**config.mk**
```make
export PLATFORM = sky130hd
export DESIGN_NAME = boot_seq
export DESIGN_NICKNAME = d
export VERILOG_FILES = /design/src/rtl/boot_seq_pkg.sv /design/src/rtl/boot_csum_step.sv /design/src/rtl/boot_cfg_merge.sv /design/src/rtl/boot_seq.sv
export SDC_FILE = /design/constraint.sdc
export NUM_CORES = 1
export LEC_CHECK = 0
export BUFFER_PORTS_ARGS = -buffer_cell sky130_fd_sc_hd__buf_2
export CAP_MARGIN = 20
export CORE_UTILIZATION = 46
export CTS_CLUSTER_SIZE = 16
export DETAILED_ROUTE_END_ITERATION = 8
export PLACE_DENSITY = 0.7
export SYNTH_ARGS = -nofsm -noshare
export SYNTH_HDL_FRONTEND = slang
export SYNTH_SLANG_ARGS = --single-unit
```
**constraint.sdc**
```tcl
create_clock -name clk -period 2.7 [get_ports clk]
set_clock_uncertainty 0.2 [all_clocks]
set_input_delay 0.405 -clock clk [delete_from_list [all_inputs] [get_ports clk]]
set_output_delay 0.405 -clock clk [all_outputs]
set_load 0.05 [all_outputs]
```
**src/rtl/boot_seq_pkg.sv**
```systemverilog
package boot_seq_pkg;

    typedef enum logic [3:0] {
        ST_ENTRY,
        ST_SELFTEST,
        ST_STUCK,
        ST_SETUP,
        ST_PREP,
        ST_READ,
        ST_CHECK,
        ST_DIAG,
        ST_HANG,
        ST_FINISH,
        ST_IDLE
    } seq_state_e;

    // Bits of the bus-width byte that survive into the region configuration
    localparam logic [7:0] WIDTH_FIELD_MASK = 8'hC0;

endpackage

```
**src/rtl/boot_csum_step.sv**
```systemverilog
module boot_csum_step #(
    parameter int W = 32
) (
    input  logic [W-1:0] acc_i,
    input  logic         carry_i,
    input  logic [W-1:0] word_i,
    output logic [W-1:0] acc_o,
    output logic         carry_o
);
    logic [W:0] total;

    always_comb begin
        total   = {1'b0, word_i} + {1'b0, acc_i} + {{W{1'b0}}, carry_i};
        acc_o   = total[W-1:0];
        carry_o = total[W];
    end
endmodule

```
**src/rtl/boot_cfg_merge.sv**
```systemverilog
module boot_cfg_merge
    import boot_seq_pkg::*;
#(
    parameter int NB         = 4,
    parameter int IDX_W      = 4,
    parameter int FIELD_BYTE = 2
) (
    input  logic [IDX_W-1:0] slot_i,
    input  logic             wr_i,
    input  logic [7:0]       byte_i,
    input  logic [8*NB-1:0]  cfg_i,
    input  logic             endian_i,
    output logic [8*NB-1:0]  cfg_o,
    output logic             endian_o
);
    for (genvar b = 0; b < NB; b++) begin : g_byte
        localparam logic [7:0] KEEP = (b == FIELD_BYTE) ? WIDTH_FIELD_MASK : 8'h00;
        always_comb begin
            cfg_o[8*b +: 8] = cfg_i[8*b +: 8];
            if (wr_i && slot_i == IDX_W'(b)) begin
                cfg_o[8*b +: 8] = byte_i & KEEP;
            end
        end
    end

    // The top bit of the last byte sets the endianness
    always_comb begin
        endian_o = endian_i;
        if (wr_i && slot_i == IDX_W'(NB - 1)) begin
            endian_o = byte_i[7];
        end
    end
endmodule

```
**src/rtl/boot_seq.sv**
```systemverilog
module boot_seq
    import boot_seq_pkg::*;
#(
    parameter int          ADDR_W       = 32,
    parameter int          DATA_W       = 32,
    parameter int          CFG_WORDS    = 4,
    parameter int          CSUM_WORDS   = 8,
    parameter int          MASK_W       = 32,
    parameter int          LMEM_REGIONS = 2,
    parameter logic [31:0] BOOT_BASE    = 32'hFEFF_FF30,
    parameter logic [31:0] DIAG_ADDR    = 32'hFEFF_FF64,
    parameter logic [31:0] PC_INIT      = 32'h001F_2002,
    parameter logic [31:0] DEVICE_ID    = 32'h1A2B_3C4D
) (
    input  logic                    clk,
    input  logic                    rst,
    input  logic                    selftest_req,
    input  logic                    selftest_done,
    input  logic                    selftest_pass,
    output logic                    mem_req_o,
    output logic [ADDR_W-1:0]       mem_addr_o,
    input  logic                    mem_ready_i,
    input  logic [DATA_W-1:0]       mem_rdata_i,
    output logic                    fail_o,
    output logic                    done_o,
    output logic [DATA_W-1:0]       first_ip_o,
    output logic [DATA_W-1:0]       cb_ptr_o,
    output logic [8*CFG_WORDS-1:0]  region_cfg_o,
    output logic                    big_endian_o,
    output logic [DATA_W-1:0]       proc_ctrl_o,
    output logic [DATA_W-1:0]       gr0_o,
    output logic                    dcache_en_o,
    output logic [MASK_W-1:0]       int_mask_o,
    output logic [LMEM_REGIONS-1:0] lmem_prot_en_o
);
    localparam int N_READS  = CFG_WORDS + CSUM_WORDS;
    localparam int IDX_W    = $clog2(N_READS);
    localparam int CFG_W    = 8 * CFG_WORDS;
    localparam int IP_SLOT  = CFG_WORDS;
    localparam int PTR_SLOT = CFG_WORDS + 1;
    localparam int LAST     = N_READS - 1;

    typedef struct packed {
        seq_state_e              state;
        logic [IDX_W-1:0]        idx;
        logic [DATA_W-1:0]       sum;
        logic                    carry;
        logic                    st_req;
        logic                    fail;
        logic                    done;
        logic [CFG_W-1:0]        cfg;
        logic                    endian;
        logic [DATA_W-1:0]       ip_hold;
        logic [DATA_W-1:0]       ptr_hold;
        logic [DATA_W-1:0]       first_ip;
        logic [DATA_W-1:0]       cb_ptr;
        logic [DATA_W-1:0]       pc;
        logic [DATA_W-1:0]       g0;
        logic                    dcache;
        logic [MASK_W-1:0]       imask;
        logic [LMEM_REGIONS-1:0] lmprot;
    } seq_t;

    seq_t q, d;

    logic              req_d;
    logic [ADDR_W-1:0] addr_d;
    logic              take;
    logic              cfg_wr;
    logic [CFG_W-1:0]  cfg_nx;
    logic              endian_nx;
    logic [DATA_W-1:0] sum_nx;
    logic              carry_nx;

    assign take   = (q.state == ST_READ) && mem_ready_i;
    assign cfg_wr = take && (q.idx < IDX_W'(CFG_WORDS));

    boot_cfg_merge #(
        .NB         (CFG_WORDS),
        .IDX_W      (IDX_W),
        .FIELD_BYTE (2)
    ) u_cfg (
        .slot_i   (q.idx),
        .wr_i     (cfg_wr),
        .byte_i   (mem_rdata_i[7:0]),
        .cfg_i    (q.cfg),
        .endian_i (q.endian),
        .cfg_o    (cfg_nx),
        .endian_o (endian_nx)
    );

    boot_csum_step #(
        .W (DATA_W)
    ) u_csum (
        .acc_i   (q.sum),
        .carry_i (q.carry),
        .word_i  (mem_rdata_i),
        .acc_o   (sum_nx),
        .carry_o (carry_nx)
    );

    always_comb begin
        d      = q;
        d.done = 1'b0;
        req_d  = 1'b0;
        addr_d = BOOT_BASE + ADDR_W'({q.idx, 2'b00});
        case (q.state)
            ST_ENTRY:    d.state = q.st_req ? ST_SELFTEST : ST_SETUP;
            ST_SELFTEST: begin
                if (selftest_done) begin
                    d.state = selftest_pass ? ST_SETUP : ST_STUCK;
                end
            end
            ST_STUCK:    d.state = ST_STUCK;
            ST_SETUP: begin
                d.fail  = 1'b0;
                d.pc    = PC_INIT;
                d.state = ST_PREP;
            end
            ST_PREP: begin
                d.fail   = 1'b1;
                d.dcache = 1'b0;
                d.imask  = '0;
                d.lmprot = '0;
                d.sum    = '1;
                d.carry  = 1'b0;
                d.idx    = '0;
                d.state  = ST_READ;
            end
            ST_READ: begin
                req_d = 1'b1;
                if (mem_ready_i) begin
                    d.cfg    = cfg_nx;
                    d.endian = endian_nx;
                    if (q.idx >= IDX_W'(CFG_WORDS)) begin
                        d.sum   = sum_nx;
                        d.carry = carry_nx;
                    end
                    if (q.idx == IDX_W'(IP_SLOT))  d.ip_hold  = mem_rdata_i;
                    if (q.idx == IDX_W'(PTR_SLOT)) d.ptr_hold = mem_rdata_i;
                    if (q.idx == IDX_W'(LAST)) begin
                        d.state = ST_CHECK;
                    end else begin
                        d.idx = q.idx + IDX_W'(1);
                    end
                end
            end
            ST_CHECK:    d.state = (q.sum == '0) ? ST_FINISH : ST_DIAG;
            ST_DIAG: begin
                req_d  = 1'b1;
                addr_d = DIAG_ADDR;
                if (mem_ready_i) d.state = ST_HANG;
            end
            ST_HANG:     d.state = ST_HANG;
            ST_FINISH: begin
                d.fail     = 1'b0;
                d.done     = 1'b1;
                d.first_ip = q.ip_hold;
                d.cb_ptr   = q.ptr_hold;
                d.g0       = DEVICE_ID;
                d.state    = ST_IDLE;
            end
            ST_IDLE:     d.state = ST_IDLE;
            default:     d.state = ST_ENTRY;
        endcase
    end

    always_ff @(posedge clk) begin
        if (rst) begin
            q        <= '0;
            q.state  <= ST_ENTRY;
            q.fail   <= 1'b1;
            q.st_req <= selftest_req;
        end else begin
            q <= d;
        end
    end

    assign mem_req_o      = req_d;
    assign mem_addr_o     = addr_d;
    assign fail_o         = q.fail;
    assign done_o         = q.done;
    assign first_ip_o     = q.first_ip;
    assign cb_ptr_o       = q.cb_ptr;
    assign region_cfg_o   = q.cfg;
    assign big_endian_o   = q.endian;
    assign proc_ctrl_o    = q.pc;
    assign gr0_o          = q.g0;
    assign dcache_en_o    = q.dcache;
    assign int_mask_o     = q.imask;
    assign lmem_prot_en_o = q.lmprot;

    // reset forces the idle, failing, unconfigured state
    p_reset_state_r1: assert property (@(posedge clk)
        rst |=> fail_o && !mem_req_o && !done_o && region_cfg_o == '0);

    // FAIL is raised while the boot record is being fetched
    p_fail_on_read_r3: assert property (@(posedge clk) disable iff (rst)
        mem_req_o |-> fail_o);

    // a pending request keeps its address until accepted
    p_req_held_r5: assert property (@(posedge clk) disable iff (rst)
        mem_req_o && !mem_ready_i |=> mem_req_o && $stable(mem_addr_o));

    // completion is a single-cycle strobe with FAIL released
    p_done_pulse_r9: assert property (@(posedge clk) disable iff (rst)
        done_o |=> !done_o && !fail_o && !mem_req_o);

    // results hold after completion
    p_hold_after_done_r9: assert property (@(posedge clk) disable iff (rst)
        q.state == ST_IDLE |=> $stable(first_ip_o) && $stable(cb_ptr_o) && $stable(region_cfg_o));

    // the diagnostic read is the last request
    p_diag_last_r10: assert property (@(posedge clk) disable iff (rst)
        mem_req_o && mem_ready_i && mem_addr_o == DIAG_ADDR |=> !mem_req_o && fail_o);
endmodule

```
==> results.md <==
- The number of vias after detailed routing is 8,450.
- The first global-routing pass estimated approximately 38,000 um of wire.
- The share of the synthesized area in compound gates (AO/OA/AOI/OAI) is 0.177.
- The total die area is approximately 22,000 um^2.
- Timing analysis after detailed placement gives a worst setup slack of -0.327 ns.
- Of the total synthesized cell area, the portion taken by AND, OR, NAND and NOR gates is 0.189.
- The overall track demand over capacity in global routing is 0.216.
- The arrival time of data at the critical path endpoint is 2.78 ns.
- After synthesis the cells add up to ~10000 um^2.
- Clock-pin slew was measured on the worst setup and hold paths at around 0.07 ns.
- For this run, the register share of the synthesized area comes to 0.357.
- The mux cell area share after synthesis is 0.00603.
- The post-detailed-route DRC marker count is 0.
- The post-synthesis to final-layout area growth is 8.41%.
- The type of the tightest min-delay check is in -> reg.
- The design draws 7.63 mW.
- approximately 270 I/O pins were placed.
- The die is 149 um tall.
- The flop and latch count out of synthesis is 177.
- The floorplan core area is 21,200 um^2.
- The number of different library cells used by synthesis comes to 60.
- The fraction of the mapped netlist area in adder cells is 0.0518.
- Setup repair after global routing could not meet its margin everywhere.
- During placement, the flow inserted port buffers numbering 134.
- The yosys synthesis warning count is 0.
- The vias per cell is 5.11.
- After synthesis, the share of flip-flops with an asynchronous set or reset is 0.
- The initial antenna violation count is 1.
- The number of global-route vias before repair is 7,314.
- The effective utilization at floorplan is 0.471.
- Dividing the detail-routed wire length by the instance count gives 14.6 um.
- For the worst setup path, the data required time is between 2 and 3 ns.
- Based on the critical path, the design can be clocked at up to ~380 MHz.
- The worst max-slew margin expressed relative to the limit is 0.533.
- The clock tree root driver cell is clkbuf_16.
- STA classifies the critical path endpoint as a flop.
- For this design the static power due to leakage is 4.59 nW.
- The flow ran to the end, and the final reports show no timing, DRC or antenna violations.
- For this run, the post-layout net count is 1,445.
- Counting instances, the worst hold path has a depth of 3.
- In this run the horizontal extent of the chip is roughly 150 um.
- After legalization and detailed placement, the total HPWL measured 17,100 um.
- The longest clock path from root to sink contains 2 buffers.
- The overall overflow remaining after global route is 0.
- The final weighted congestion in routability-driven placement is 0.886.
- The CTS tree is built.
- STA classifies the critical path startpoint as a flop.
- In this run the power density over the cells is 707 nW/um^2.
- In this run the remaining antenna-violating nets after routing total 0.
- The number of buffers added by the clock tree synthesis step is 17.
- The count of final hold-check violations is 0.
- The source-to-sink clock delay at the later pin of the worst-skew pair is 0.43 ns.
- After synthesis, the largest family of logic cells by area is buffers and inverters.
- The clock period minus worst slack is 2.64 ns.
- Across the VDD grid, the largest voltage drop is ~0.37 mV.
- The startpoint-to-endpoint class of the critical path is reg -> reg.
- The largest net degree at the start of global routing is 66.
- The number of flops mapped to enable cells by yosys is 1.
- For this block, the routed nets add up to approximately 24,000 um of wire.
- The max-slew violation count is 0.
- Dividing the final minimum period by the clock period gives 0.978.
- In the synthesized netlist, the number of instances is approximately 1,300.
- At the end of the flow the core is filled with cells to 0.510.
- Once routing completed, OpenROAD measured the worst setup slack at a little under 0.06 ns.
- Max-cap violations in this run came to 0.
- The share of post-route cells with drive strength above 1 is 0.186.
- The number of cells on the worst reg-to-reg path is 11.
- In this run the core area contains 53 standard-cell rows.
- For the pin with the worst max-slew slack, the measured transition is 0.700 ns.
- The H-tree was split into 4 levels.
- Before antenna repair, the detailed router went through 5 iterations.
- The xor and xnor fraction of the mapped netlist area is 0.0176.
- The most used flip-flop cell after synthesis is dfxtp_1.
- The final count of negative-setup-slack endpoints is 0.
- The total of fill cells in the finished design is a little over 2,000.
- The post-synthesis area per instance is 7.63 um^2.
- For this block, the initial DRC count from the detailed router was 672.
- The critical-path maximum fanout is 6.
- For this design, the sink count on the clock tree is 177.
routing by layer:
metal	up-vias	GRT usage	wire, um
li1	4148	-	-
met1	3969	0.295	11000
met2	289	0.335	11200
met3	44	0.0385	1260
met4	0	0.0913	694
met5	-	0	0
state kept, by name (all words and copies together) (netlist names):
signal and cells:
region_cfg_o 2, q 105, cb_ptr_o 32, gr0_o 1
fail_o 1, done_o 1, proc_ctrl_o 1, d 1
first_ip_o 32, big_endian_o 1
worst max-delay path, stage by stage, from the launching register on:
cell and delay [ns]:
dfxtp_1 0.43, ha_1 0.29, buf_4 0.17, a21oi_1 0.34, o21ai_0 0.14, a21oi_1 0.27
a211oi_4 0.12, buf_4 0.16, buf_6 0.11, inv_1 0.06, nor3_2 0.03, nor4_1 0.24
cell usage in the layout (no fill, tap or decap), types with 9 or more instances in the layout:
cell and count:
nor2_1 80, clkbuf_16 17, o21bai_1 9, inv_1 16, nand3_1 11, xnor2_1 12
conb_1 134, buf_2 133, nor4_1 11, o21ai_0 22, nand2_1 301, a21o_1 9
ha_1 38, buf_4 61, nor3_1 12, dfxtp_1 174, a21oi_1 183, a211oi_1 22
kinds of logic (layout without fill, tap and decap cells):
family | count (synthesis) | in the layout
adders and majority gates | 40 | 40
muxes | 6 | 6
DFF | 177 | 177
AOI/OAI and AO/OA | 296 | 296
buffers and inverters | 309 | 250
other | 2 | 135
and+or+nand+nor | 456 | 456
xor gates and xnor gates | 20 | 20
stage by stage:
step / setup TNS, ns / cells / hold slack, ns / cell area [um^2]
floorplan: 0 / 1438 / 0.232 / 10500
global placement: -2.74 / 1621 / 0.240 / 10100
detailed placement: -3.76 / 1621 / 0.243 / 10100
CTS: -0.00582 / 1653 / 0.0212 / 10700
global route: -0.500 / 1655 / 0.0474 / 10800
finish: 0 / 1655 / 0.0386 / 10800
synthesized netlist by cell type (4+ instances only):
cell,n,share of area
a31oi_1,9,0.0057
a21oi_1,184,0.092
buf_4,222,0.17
nand3_1,12,0.0060
nand4_1,7,0.0044
ha_1,38,0.048
xor2_1,8,0.0070
xnor2_1,12,0.011
inv_1,19,0.0072
a311o_1,4,0.0040
a21o_1,9,0.0068
and3_1,5,0.0031
nor4_1,13,0.0082
buf_1,8,0.0030
nand2_1,301,0.11
clkbuf_1,51,0.019
mux2i_1,6,0.0060
nand2b_1,4,0.0025
o22ai_1,4,0.0025
o211ai_1,5,0.0038
o21ai_0,23,0.012
o21a_1,5,0.0038
nor3_1,15,0.0075
buf_2,8,0.0040
dfxtp_1,176,0.35
o21bai_1,9,0.0068
nor2_1,81,0.031
a211oi_1,23,0.017
final timing paths:
kind,from,endpoint,slack [ns]
worst max-delay path,q[275],q[294],0.06
worst min-delay path,mem_rdata_i[0],q[195],0.04
worst max register to register,q[275],q[294],0.06
worst min register to register,q[218],first_ip_o[23],0.25
area by class of cell:
| type | instances | area, um^2 | share of cell area |
|---|---|---|---|
| clock inverters | 12 | 171 | 0.0159 |
| repair buffers | 199 | 1200 | 0.112 |
| multi-input cells | 952 | 4990 | 0.462 |
| diodes | 1 | 2.50 | 0.000232 |
| clock buffers | 19 | 453 | 0.0420 |
| inverters | 20 | 75.1 | 0.00695 |
| flip-flops and latches | 177 | 3560 | 0.329 |
| well taps | 275 | 344 | 0.0319 |
repair_timing:
item | in CTS | in global routing
resized for setup | 3 | 17
buffers inserted | 0 | 1
endpoints found under the setup margin | 8 | 22
hold buffers | 1 | 0
pin swaps | 1 | 9
hold endpoints to repair | 1 | 0
where the power goes:
| group | internal [mW] | total (mW) | switching (mW) | leakage [nW] |
|---|---|---|---|---|
| Sequential | 2.72 | 2.85 | 0.125 | 1.43 |
| Clock | 1.53 | 2.62 | 1.09 | 0.306 |
| Combinational | 0.671 | 2.16 | 1.49 | 2.85 |
Power figures use the tool's default switching activity.
